--- config.mk ---
export PLATFORM = sky130hd
export DESIGN_NAME = adex_neuron
export DESIGN_NICKNAME = d
export VERILOG_FILES = /design/src/rtl/adex_pkg.sv /design/src/rtl/adex_exp_term.sv /design/src/rtl/adex_euler_step.sv /design/src/rtl/adex_state_reg.sv /design/src/rtl/adex_neuron.sv
export SDC_FILE = /design/constraint.sdc
export NUM_CORES = 1
export LEC_CHECK = 0
export BUFFER_PORTS_ARGS = -buffer_cell sky130_fd_sc_hd__buf_4
export CAP_MARGIN = 0
export CELL_PAD_IN_SITES_DETAIL_PLACEMENT = 1
export CELL_PAD_IN_SITES_GLOBAL_PLACEMENT = 1
export CORE_MARGIN = 8
export CORE_UTILIZATION = 44
export DETAILED_ROUTE_END_ITERATION = 8
export GPL_TIMING_DRIVEN = 0
export PLACE_DENSITY = 0.91
export SETUP_SLACK_MARGIN = 0.4
export SYNTH_ARGS = -nofsm -noshare
export SYNTH_HDL_FRONTEND = slang
export SYNTH_SLANG_ARGS = --single-unit
export TNS_END_PERCENT = 20
--- constraint.sdc ---
create_clock -name clk -period 14 [get_ports clk]
set_input_delay 2.1 -clock clk [delete_from_list [all_inputs] [get_ports clk]]
set_output_delay 2.1 -clock clk [all_outputs]
set_load 0.05 [all_outputs]
--- src/rtl/adex_pkg.sv ---
`timescale 1ns/1ps
package adex_pkg;
  localparam int STATE_W = 12;
  localparam int PARAM_W = 8;
  localparam int CALC_W  = 24;
  localparam int DBG_W   = 6;

  typedef logic signed [STATE_W-1:0] state_t;
  typedef logic signed [CALC_W-1:0]  calc_t;

  localparam calc_t ST_MAX = calc_t'((1 << (STATE_W-1)) - 1);
  localparam calc_t ST_MIN = -ST_MAX - calc_t'(1);
  localparam calc_t CODE_OFFSET = calc_t'(1 << (PARAM_W-1));

  // index of the highest set bit, zero for an all-zero input
  function automatic int lead_one(input logic [PARAM_W-1:0] x);
    int r;
    r = 0;
    for (int i = 0; i < PARAM_W; i++) begin
      if (x[i]) r = i;
    end
    return r;
  endfunction

  function automatic state_t sat_state(input calc_t x);
    state_t r;
    if (x > ST_MAX)      r = ST_MAX[STATE_W-1:0];
    else if (x < ST_MIN) r = ST_MIN[STATE_W-1:0];
    else                 r = x[STATE_W-1:0];
    return r;
  endfunction

  function automatic calc_t zext(input logic [PARAM_W-1:0] c);
    return $signed({{(CALC_W-PARAM_W){1'b0}}, c});
  endfunction

  // offset-coded signed parameter scaled into state LSBs
  function automatic calc_t scode(input logic [PARAM_W-1:0] c, input int sh);
    return (zext(c) - CODE_OFFSET) <<< sh;
  endfunction
endpackage

--- src/rtl/adex_exp_term.sv ---
`timescale 1ns/1ps
module adex_exp_term
  import adex_pkg::*;
#(
  parameter int PAR_SHIFT = 4,
  parameter int EXP_NMAX  = 4,
  parameter int EXP_MAX   = 1024
) (
  input  state_t             v,
  input  calc_t              vt_q,
  input  logic [PARAM_W-1:0] dt,
  output calc_t              e
);
  localparam calc_t E_CAP = calc_t'(EXP_MAX);
  localparam calc_t N_CAP = calc_t'(EXP_NMAX);
  localparam calc_t RSH_CAP = calc_t'(15);

  calc_t x, d, nd, base, up;
  logic [3:0] rsh;

  always_comb begin
    x    = calc_t'(v) - vt_q;
    d    = x >>> (lead_one(dt) + PAR_SHIFT);
    base = zext(dt) <<< 1;
    nd   = -d;
    rsh  = (nd > RSH_CAP) ? 4'd15 : nd[3:0];
    up   = base <<< d;
    if (dt == '0) begin
      e = '0;
    end else if (d[CALC_W-1]) begin
      e = base >>> rsh;
    end else if (d >= N_CAP) begin
      e = E_CAP;
    end else begin
      e = (up > E_CAP) ? E_CAP : up;
    end
  end
endmodule

--- src/rtl/adex_euler_step.sv ---
`timescale 1ns/1ps
module adex_euler_step
  import adex_pkg::*;
#(
  parameter int    GL_SHIFT  = 3,
  parameter int    A_SHIFT   = 4,
  parameter int    PAR_SHIFT = 4,
  parameter calc_t EL_Q      = -calc_t'(1120)
) (
  input  state_t             v,
  input  state_t             w,
  input  calc_t              e,
  input  calc_t              vt_q,
  input  calc_t              vr_q,
  input  calc_t              ib_q,
  input  logic [PARAM_W-1:0] a,
  input  logic [PARAM_W-1:0] b,
  input  logic [PARAM_W-1:0] cap,
  input  logic [PARAM_W-1:0] tauw,
  output state_t             v_next,
  output state_t             w_next,
  output logic               fire
);
  calc_t dvl, drive, aterm, dw;
  state_t v_eul, w_eul;

  always_comb begin
    dvl   = calc_t'(v) - EL_Q;
    drive = e - (dvl >>> GL_SHIFT) - calc_t'(w) + ib_q;
    v_eul = sat_state(calc_t'(v) + (drive >>> lead_one(cap)));
    aterm = (zext(a) * dvl) >>> A_SHIFT;
    dw    = (aterm - calc_t'(w)) >>> lead_one(tauw);
    w_eul = sat_state(calc_t'(w) + dw);
    fire  = (calc_t'(v_eul) >= vt_q);
    if (fire) begin
      v_next = sat_state(vr_q);
      w_next = sat_state(calc_t'(w) + (zext(b) <<< PAR_SHIFT));
    end else begin
      v_next = v_eul;
      w_next = w_eul;
    end
  end
endmodule

--- src/rtl/adex_state_reg.sv ---
`timescale 1ns/1ps
module adex_state_reg
  import adex_pkg::*;
#(
  parameter state_t EL_S = -state_t'(1120)
) (
  input  logic             clk,
  input  logic             rst_n,
  input  logic             core_en,
  input  logic             dbg_sel,
  input  state_t           v_next,
  input  state_t           w_next,
  input  logic             fire,
  output state_t           v_q,
  output state_t           w_q,
  output logic             spike_q,
  output logic [DBG_W-1:0] dbg_q
);
  state_t v_d, w_d;
  logic   sp_d;

  always_comb begin
    if (!rst_n) begin
      v_d  = EL_S;
      w_d  = '0;
      sp_d = 1'b0;
    end else if (core_en) begin
      v_d  = v_next;
      w_d  = w_next;
      sp_d = fire;
    end else begin
      v_d  = v_q;
      w_d  = w_q;
      sp_d = 1'b0;
    end
  end

  always_ff @(posedge clk) begin
    v_q     <= v_d;
    w_q     <= w_d;
    spike_q <= sp_d;
    dbg_q   <= dbg_sel ? w_d[STATE_W-1 -: DBG_W] : v_d[STATE_W-1 -: DBG_W];
  end
endmodule

--- src/rtl/adex_neuron.sv ---
`timescale 1ns/1ps
module adex_neuron
  import adex_pkg::*;
#(
  parameter int GL_SHIFT  = 3,
  parameter int A_SHIFT   = 4,
  parameter int PAR_SHIFT = 4,
  parameter int EL_CODE   = -70,
  parameter int EXP_NMAX  = 4,
  parameter int EXP_MAX   = 1024
) (
  input  logic               clk,
  input  logic               rst_n,
  input  logic               core_en,
  input  logic               dbg_sel,
  input  logic [PARAM_W-1:0] prm_dt,
  input  logic [PARAM_W-1:0] prm_tauw,
  input  logic [PARAM_W-1:0] prm_a,
  input  logic [PARAM_W-1:0] prm_b,
  input  logic [PARAM_W-1:0] prm_vreset,
  input  logic [PARAM_W-1:0] prm_vthr,
  input  logic [PARAM_W-1:0] prm_ibias,
  input  logic [PARAM_W-1:0] prm_cap,
  output logic               spike_o,
  output logic [DBG_W-1:0]   dbg_o
);
  localparam calc_t  EL_Q = calc_t'(EL_CODE) <<< PAR_SHIFT;
  localparam state_t EL_S = EL_Q[STATE_W-1:0];

  calc_t  vt_q, vr_q, ib_q, e;
  state_t v_q, w_q, v_next, w_next;
  logic   fire;

  assign vt_q = scode(prm_vthr,   PAR_SHIFT);
  assign vr_q = scode(prm_vreset, PAR_SHIFT);
  assign ib_q = scode(prm_ibias,  PAR_SHIFT);

  adex_exp_term #(
    .PAR_SHIFT(PAR_SHIFT), .EXP_NMAX(EXP_NMAX), .EXP_MAX(EXP_MAX)
  ) u_exp (
    .v(v_q), .vt_q(vt_q), .dt(prm_dt), .e(e)
  );

  adex_euler_step #(
    .GL_SHIFT(GL_SHIFT), .A_SHIFT(A_SHIFT), .PAR_SHIFT(PAR_SHIFT), .EL_Q(EL_Q)
  ) u_step (
    .v(v_q), .w(w_q), .e(e), .vt_q(vt_q), .vr_q(vr_q), .ib_q(ib_q),
    .a(prm_a), .b(prm_b), .cap(prm_cap), .tauw(prm_tauw),
    .v_next(v_next), .w_next(w_next), .fire(fire)
  );

  adex_state_reg #(
    .EL_S(EL_S)
  ) u_state (
    .clk(clk), .rst_n(rst_n), .core_en(core_en), .dbg_sel(dbg_sel),
    .v_next(v_next), .w_next(w_next), .fire(fire),
    .v_q(v_q), .w_q(w_q), .spike_q(spike_o), .dbg_q(dbg_o)
  );
endmodule

## Yosys cells after proc, flatten, opt, wreduce, memory -nomap -nowiden

Index checks and enable logic that the tools add are counted.

| storage, ports and cells | value |
|---|---|
| bits in registers | 31 |
| output and inout bits | 7 |
| logic and storage cells | 81 |

| cells by class | value |
|---|---|
| add/sub/neg operators | 14 |
| multiply operators | 1 |
| order comparisons | 12 |
| shift-type cells | 5 |
| multiplexer cells | 41 |
| reductions and logical operators | 2 |

Operator list:

| kind | number |
|---|---|
| two-way mux 32 bit | 12 |
| two-way mux 12 bit | 14 |
| > comparator 24 x 12 -> 1 bit (second input constant) | 4 |
| two-way mux 24 bit | 4 |
| < comparator 24 x 12 -> 1 bit (second input constant) | 3 |
| >>> shifter 24 x 32 -> 24 bit | 2 |
| adder 12 x 24 -> 24 bit | 2 |
| adder 32 x 4 -> 32 bit (second input constant) | 1 |
| subtractor 8 x 8 -> 9 bit (second input constant) | 3 |
| adder 24 x 13 -> 24 bit | 1 |
| greater-or-equal comparator 24 x 4 -> 1 bit (second input constant) | 1 |
| > comparator 24 x 5 -> 1 bit (second input constant) | 1 |
| negation 24 bit | 1 |
| <<< shifter 10 x 24 -> 24 bit | 1 |
| >>> shifter 10 x 4 -> 24 bit | 1 |
| >>> shifter 24 x 3 -> 24 bit | 1 |
| subtractor 24 x 10 -> 24 bit | 1 |
| subtractor 24 x 12 -> 24 bit | 1 |
| multiplier 9 x 13 -> 22 bit | 1 |
| subtractor 20 x 12 -> 21 bit | 1 |
| adder 12 x 13 -> 14 bit | 1 |
| subtractor 12 x 13 -> 14 bit | 1 |
| greater-or-equal comparator 12 x 13 -> 1 bit | 1 |
| > comparator 13 x 12 -> 1 bit (second input constant) | 1 |
| other kinds (9) | 15 |

## Logic depth before layout (Yosys ltp)

Gate-level depths: netlist of the first run.

| logic depth | value |
|---|---|
| depth in word-level cells | 28 |
| depth in mapped cells | 66 |

## Cells and area by module

Synthesis of the first run repeated with hierarchy kept, for this count alone.

| second synthesis, totals | value |
|---|---|
| cell total of the unflattened synthesis | 2543 |
| area, all modules | 18926.9 µm² |

By module, submodules not included:

| module | instances | cells an instance | area an instance (µm²) | sequential area each (µm²) |
|---|---|---|---|---|
| adex_euler_step | 1 | 1646 | 12587.1 | 0.0 |
| adex_exp_term | 1 | 801 | 5202.5 | 0.0 |
| adex_state_reg | 1 | 92 | 1122.3 | 620.6 |
| adex_neuron | 1 | 4 | 15.0 | 0.0 |

## Least setup slack after synthesis of the first run

Ideal clock, no wire load.

| timing | value |
|---|---|
| path type | input port to flip-flop |
| start point | input port prm_vthr[0] |
| end point | register u_state.dbg_q[5] |
| library setup time | 0.121 ns |
| arrival | 15.001 ns |
| setup slack | -1.122 ns |
| cell stages on the path | 59 |
| cell sequence | ha_1 -> fa_1 -> nand2b_1 -> a211oi_1 -> nor2_1 -> or3_1 -> nand3_1 -> o22ai_1 -> inv_2 -> buf_1 -> ha_1 -> o211ai_1 -> nor4b_1 -> a211oi_1 -> o22a_1 -> a211oi_1 -> nand2_1 -> o32ai_1 -> [... 23 more ...] -> nor4_1 -> nand3_1 -> and2_1 -> o32ai_1 -> ha_1 -> nor2b_1 -> o21a_1 -> o21a_1 -> o21a_1 -> o21a_1 -> o21ai_0 -> a31oi_1 -> o31ai_1 -> buf_2 -> a21oi_1 -> a311oi_1 -> nor2_1 -> mux2_2 |

| on the way | value |
|---|---|
| cells in the longest elaborated chain, start to end | 22 |
| elaborated cells between the ends (all ways) | 31 |
| classes of those cells | add/sub (7); order compare (6); shift (4); mux (14) |

Ends and longest elaborated chain:

| item | line | source |
|---|---|---|
| start: declaration | adex_neuron.sv:21 | `input logic [PARAM_W-1:0] prm_vthr,` |
| subtractor 8 x 8 -> 9 bit * | adex_pkg.sv:39 | `return (zext(c) - CODE_OFFSET) <<< sh;` |
| subtractor 12 x 13 -> 14 bit | adex_exp_term.sv:22 | `x = calc_t'(v) - vt_q;` |
| >>> shifter 24 x 32 -> 24 bit | adex_exp_term.sv:23 | `d = x >>> (lead_one(dt) + PAR_SHIFT);` |
| negation 24 bit / <<< shifter 10 x 24 -> 24 bit (equally long branches) | adex_exp_term.sv:25, adex_exp_term.sv:27 |  |
| > comparator 24 x 5 -> 1 bit / > comparator 24 x 12 -> 1 bit (equally long branches) | adex_exp_term.sv:26, adex_exp_term.sv:35 |  |
| two-way mux 4 bit / two-way mux 24 bit (equally long branches) | adex_exp_term.sv:26, adex_exp_term.sv:35 |  |
| >>> shifter 10 x 4 -> 24 bit / two-way mux 24 bit (equally long branches) | adex_exp_term.sv:31, adex_exp_term.sv:32 |  |
| two-way mux 24 bit | adex_exp_term.sv:30 | `end else if (d[CALC_W-1]) begin` |
| [... 7 more ...] | -- |  |
| two-way mux 12 bit | adex_pkg.sv:28 | `else if (x < ST_MIN) r = ST_MIN[STATE_W-1:0];` |
| two-way mux 12 bit | adex_pkg.sv:27 | `if (x > ST_MAX) r = ST_MAX[STATE_W-1:0];` |
| greater-or-equal comparator 12 x 13 -> 1 bit * | adex_euler_step.sv:34 | `fire = (calc_t'(v_eul) >= vt_q);` |
| two-way mux 12 bit * | adex_euler_step.sv:35 | `if (fire) begin` |
| two-way mux 12 bit * | adex_state_reg.sv:27 | `end else if (core_en) begin` |
| two-way mux 12 bit * | adex_state_reg.sv:23 | `if (!rst_n) begin` |
| net u_state.w_d[11] | adex_state_reg.sv:19 | `state_t v_d, w_d;` |
| two-way mux 6 bit * | adex_state_reg.sv:42 | `dbg_q <= dbg_sel ? w_d[STATE_W-1 -: DBG_W] : v_d[STATE_W-1 -: DBG_W];` |
| end signal: assignment | adex_state_reg.sv:42 |  |
| end: declaration | adex_state_reg.sv:17 | `output logic [DBG_W-1:0] dbg_q` |

The timed path passes the listed nets; every way through them passes the cells marked *.
A chain may end at the register's enable or synchronous reset.

## Worst setup path in the final report of the first run

| timing | value |
|---|---|
| start point | input port prm_vthr[1] |
| end point | register u_state.dbg_q[4] |

Same word-level chain as after synthesis.

==> flow_summary.ini, run 1 <==
[outcome]
status = complete, but fails checks
violations = negative setup slack

[setup_path]
cp.required_ns = 14.22
cp.buffers_inverters = 10
crit_fanout = 6
crit_path_frequent_cell = buf_4
cp.arrival_ns = 15.66
cpMaxStageDelayCell = o311ai_0
crit_path_end_kind = flip-flop
slowest_delay_ns = 0.76
criticalPathCategory = primary input to flip-flop
critPathTopFamily = compound AO/OA/AOI/OAI gates
start_kind = primary input

[drt]
ant_nets = 0
vias = 17900
drtIter0Drc = 1645
routed_wl_um = 70600
viasPerCell = 6.71
drc = 0
first_pass_iters = 7
wire_per_inst_um = 26.4

[floorplanning]
initial_core_util_pct = 44.6
io_pins = 75
die_w_um = 200
rows = 67
dieHeight_um = 200
coreArea_um2 = 33400
die_area_um2 = 40100

[layout]
stdcell_count = 2673
diodes = 0
final_core_util_pct = 55.8
fillers = 4049
drive_gt1_share_pct = 21.2
area_growth_pct = 25.1
nets = 2572

[global_routing]
grt_overflow = 0
grt_pass1_vias = 17800
antenna_found_initial = 3
grt_use_total_pct = 28.3
grt_start_max_net_pins = 21
grt_pass1_wl_um = 95200

[sta]
drv_slew = 0
hold_violations = 0
whs_ns = 0.647
finalCritPeriodShare_pct = 110
rsz0062_at_grt = true
finClkSkew_ns = 0.0181
layout_setup_ws_ns = -1.44
worst_pin_slew_ns = 1.35
post-route-min-period_ns = 15.44
fmax_mhz = 64.7
setup_viol_count_final = 31
relSlewSlack_pct = 9.57

[synth]
synthFlopType = dfxtp_1
avgSynthCellArea_um2 = 7.42
synth.area.top_cells = fa_1, ha_1, inv_1, a21oi_1, nand2_1
synth_cells = 2011
yosysTopAreaCell = fa_1
async_reset_ff_share_pct = 0
yosys_warnings = 0
ys_types = 95
synth_common_cells = inv_1, nand2_1, ha_1, a21oi_1, nor2_1
synthesis.area_um2 = 14900
synth_most_common_cell = inv_1
ys_seq_elements = 31
ys_seq_area_share_pct = 4.16
synth_top_area_share_pct = 16.2
synth-edff-count = 0

[clocking]
path_clk_slew_ns = 0.07
h-tree-depth = 2
cts_buffers = 5
cts_tree = built
cts.sinks = 31
cts_hold_buf = 0
cts_root_buf = clkbuf_16
clockBufferDepth = 2
clk_latency_ns = 0.31

[placement]
gp_congestion = 0.921
pre_cts_slack_ns = -2.35
hpwl_um = 44300
port_buffers = 68
dp_cells = 2538

[job]
cap_violations = 0

[hold_path]
hold_class = flip-flop to flip-flop
[cell type report]
cell class / instances / area (µm²) / share of cell area (%)
Clock buffer: 5 / 125 / 0.670
Timing Repair Buffer: 195 / 1600 / 8.57
Buffer: 72 / 415 / 2.22
Multi-Input combinational cell: 1706 / 14500 / 77.7
Sequential cell: 31 / 621 / 3.32
Inverter: 213 / 830 / 4.44
Tap cell: 448 / 561 / 3.00
Clock inverter: 3 / 15.0 / 0.0804
[state kept, by name, indices dropped and copies added, names as in the netlist]
register and flops:
u_state.v_q 12, u_state.w_q 12, u_state.dbg_q 6, u_state.spike_q 1
[kinds of logic after synthesis]
group / after synthesis / synth area share, %
buffers and inverters: 285 / 7.33
other: 1 / 0.0251
muxes: 77 / 5.39
adders and majority gates: 280 / 29.5
and+or+nand+nor: 666 / 21.8
DFF: 31 / 4.16
xor gates and xnor gates: 96 / 5.63
AOI/OAI and AO/OA: 575 / 26.1
[routing by layer]
layer	global-route usage, %	routed length (µm)	share of wire, %
met5	0	24	0.034
met1	33.6	25900	37
met4	12.5	5180	7.3
met2	49.2	32700	46
met3	5.24	6770	9.6
[final timing paths]
path / startpoint / end / slack, ns / depth (start not counted)
max: prm_vthr[1] / u_state.dbg_q[4] / -1.44 / 61
min: u_state.w_q[2] / u_state.w_q[2] / 0.65 / 2
max reg2reg: u_state.v_q[11] / u_state.dbg_q[4] / -0.62 / 61
min reg2reg: u_state.w_q[2] / u_state.w_q[2] / 0.65 / 2
[layout by cell type, fill, tap and decap left out, types with 39 or more instances in the layout]
cell type,count
a21oi_1,126
nand3_1,48
nor3_1,42
buf_4,176
fa_1,116
nand2_1,187
xnor2_1,64
ha_1,141
nor2_1,137
nor2b_1,41
and2_1,54
o21ai_0,84
mux2i_1,56
a21o_1,39
clkbuf_1,42
inv_1,200
[what timing repair did]
action / CTS / global route
setup buffers: 67 / 58
setup endpoints to repair: 31 / 31
pin swaps: 81 / 87
cloned: 2 / 0
gates resized for setup: 144 / 126
endpoints found under the hold margin: 0 / 0
[through the flow]
step | setup TNS [ns] | cell area (µm²)
finish | -33.28 | 18700
CTS | -11.97 | 17700
detailed placement | -64.12 | 16400
floorplan | 0 | 15300
global placement | -49.46 | 16400
global route | -38.98 | 18700
[worst register-to-register path, delay by kind of cell (launching register included)]
family	cells	cell delay, ns
adder cells (fa/ha/maj)	6	2.08
buffers and inverters	9	1.50
multiplexers	1	0.12
flip-flops	1	1.21
XOR/XNOR	1	0.14
AND/OR/NAND/NOR	13	2.23
AO/OA/AOI/OAI	31	7.23
Power of run 1 is left out: the tool's default activity adds up to more than one toggle a clock period on the data nets, which glitch-free logic cannot reach.
==> run 2, diff against run 1 <==
--- a/config.mk
+++ b/config.mk
@@ -10,5 +10,4 @@
 export CELL_PAD_IN_SITES_DETAIL_PLACEMENT = 1
 export CELL_PAD_IN_SITES_GLOBAL_PLACEMENT = 1
-export CORE_MARGIN = 8
 export CORE_UTILIZATION = 44
 export DETAILED_ROUTE_END_ITERATION = 8
==> constraint.sdc (replaced) <==
create_clock -name clk -period 14 [get_ports clk]
set_input_delay 0.7 -clock clk [delete_from_list [all_inputs] [get_ports clk]]
set_output_delay 0.7 -clock clk [all_outputs]
set_load 0.05 [all_outputs]
==> flow_summary.ini, run 2 (same netlist as run 1, synthesis figures left out) <==
[outcome]
status = complete, but fails checks
violations = max-capacitance violations, max-slew violations, negative setup slack

[layout]
drive_gt1_share_pct = 20.5
final_cell_mix = inv_1, buf_4, nand2_1, nor2_1, ha_1
final_common_cell = inv_1
area_growth_pct = 22.5
nets = 2562
final_core_util_pct = 54.7
reg.largest.list = u_state.v_q (12), u_state.w_q (12), u_state.dbg_q (6)

[setup_path]
cp.arrival_ns = 15.35
criticalPathCategory = flip-flop to flip-flop
cp.required_ns = 14.18
cpMaxStageDelayCell = o21ai_0
start_kind = flip-flop
crit_fanout = 10
reg2reg_from = u_state.v_q[6]
crit_path_end_kind = flip-flop
slowest_delay_ns = 0.76
crit_path_frequent_cell = buf_4
rr_worst_depth = 58
reg2reg_slack_ns = -1.17
r2r_end = u_state.dbg_q[3]

[clocking]
clockBufferDepth = 2
clk_latency_ns = 0.30
cts_tree = built
path_clk_slew_ns = 0.06
cts.sinks = 31
cts_root_buf = clkbuf_16
h-tree-depth = 2
cts_buffers = 5

[job]
cap_violations = 2

[global_routing]
grt_overflow = 0
grt_pass1_vias = 17400
grt_pass1_wl_um = 89300
antenna_found_initial = 6
grt_use_total_pct = 32.2
grt_start_max_net_pins = 21

[hold_path]
min_from = u_state.w_q[2]
hold_class = flip-flop to flip-flop
min_path_cells = 2
holdPathEnd = u_state.w_q[2]

[sta]
drv_slew = 20
finalCritPeriodShare_pct = 108
rsz0062_at_grt = true
relSlewSlack_pct = -30.6
worst_pin_slew_ns = 1.95
fmax_mhz = 65.9
finClkSkew_ns = 0.00643
whs_ns = 0.556
post-route-min-period_ns = 15.17
layout_setup_ws_ns = -1.17
hold_violations = 0
setup_viol_count_final = 31

[drt]
drtIter0Drc = 2104
vias = 18500
routed_wl_um = 75500
drc = 0
viasPerCell = 6.95
ant_nets = 0
first_pass_iters = 6
wire_per_inst_um = 28.3

[floorplanning]
coreArea_um2 = 33400
io_pins = 75
initial_core_util_pct = 44.6
die_area_um2 = 34700
die_w_um = 186
rows = 67
dieHeight_um = 186

[placement]
port_buffers = 68
pre_cts_slack_ns = -2.88
gp_congestion = 0.941
hpwl_um = 43700
==> run 2: cell types whose count changed in the layout (fill, tap and decap cells not counted), moves of 6 or more <==
cell and delta:
a211oi_1 +8, a211oi_2 -6, buf_4 +10, buf_6 -9
dfxtp_1 -7, mux2i_2 +6, o21ai_0 +12, o21ai_1 -12
==> run 2: timing repair <==
item	CTS	global route
hold buffers	0	0
endpoints found under the setup margin	31	31
resized for setup	95	201
setup buffers	39	78
endpoints found under the hold margin	0	0
pin swaps	28	101
==> run 2: worst max-delay path by stage <==
stage                        start                to  cells past startpoint
global placement    u_state.v_q[4]  u_state.dbg_q[5]                     61
global route           prm_vthr[1]  u_state.dbg_q[3]                     61
CTS                 u_state.v_q[4]  u_state.dbg_q[5]                     65
detailed placement  u_state.v_q[4]  u_state.dbg_q[5]                     61
finish              u_state.v_q[6]  u_state.dbg_q[3]                     58
floorplan              prm_vthr[0]  u_state.dbg_q[5]                     59
==> run 2: layer usage <==
layer / vias up / share of wire [%] / GRT usage (%)
li1: 7552 / - / -
met1: 8937 / 35 / 39.2
met2: 1442 / 45 / 56.3
met3: 585 / 11 / 4.93
met4: 2 / 8.8 / 13.4
met5: - / 0.017 / 0
==> run 2: layout make-up <==
class,count,area (µm²)
well taps,448,561
flip-flops and latches,31,637
plain buffers,72,379
multi-input cells,1706,14300
clock buffers,6,139
clock inverters,1,5.00
repair buffers,185,1400
fillers,4063,15200
diodes,2,5.00
inverters,213,811
==> run 2: through the flow <==
step / instances / instance area (µm²) / setup TNS [ns]
6_report: 2664 / 18300 / -25.12
5_1_grt: 2662 / 18300 / -34.56
4_1_cts: 2584 / 16900 / 0
3_5_place_dp: 2538 / 16000 / -79.10
3_3_place_gp: 2538 / 16000 / -65.30
2_1_floorplan: 2022 / 15000 / 0
==> run 2: worst max-delay path, delay by kind of cell, from the launching register on <==
family,cells,cell delay (ns)
xor gates and xnor gates,1,0.16
muxes,3,0.97
and+or+nand+nor,8,1.08
buffers and inverters,9,1.92
DFF,1,0.64
adders and majority gates,6,2.09
AOI/OAI and AO/OA,31,8.15
Power of run 2 is left out for the same reason.
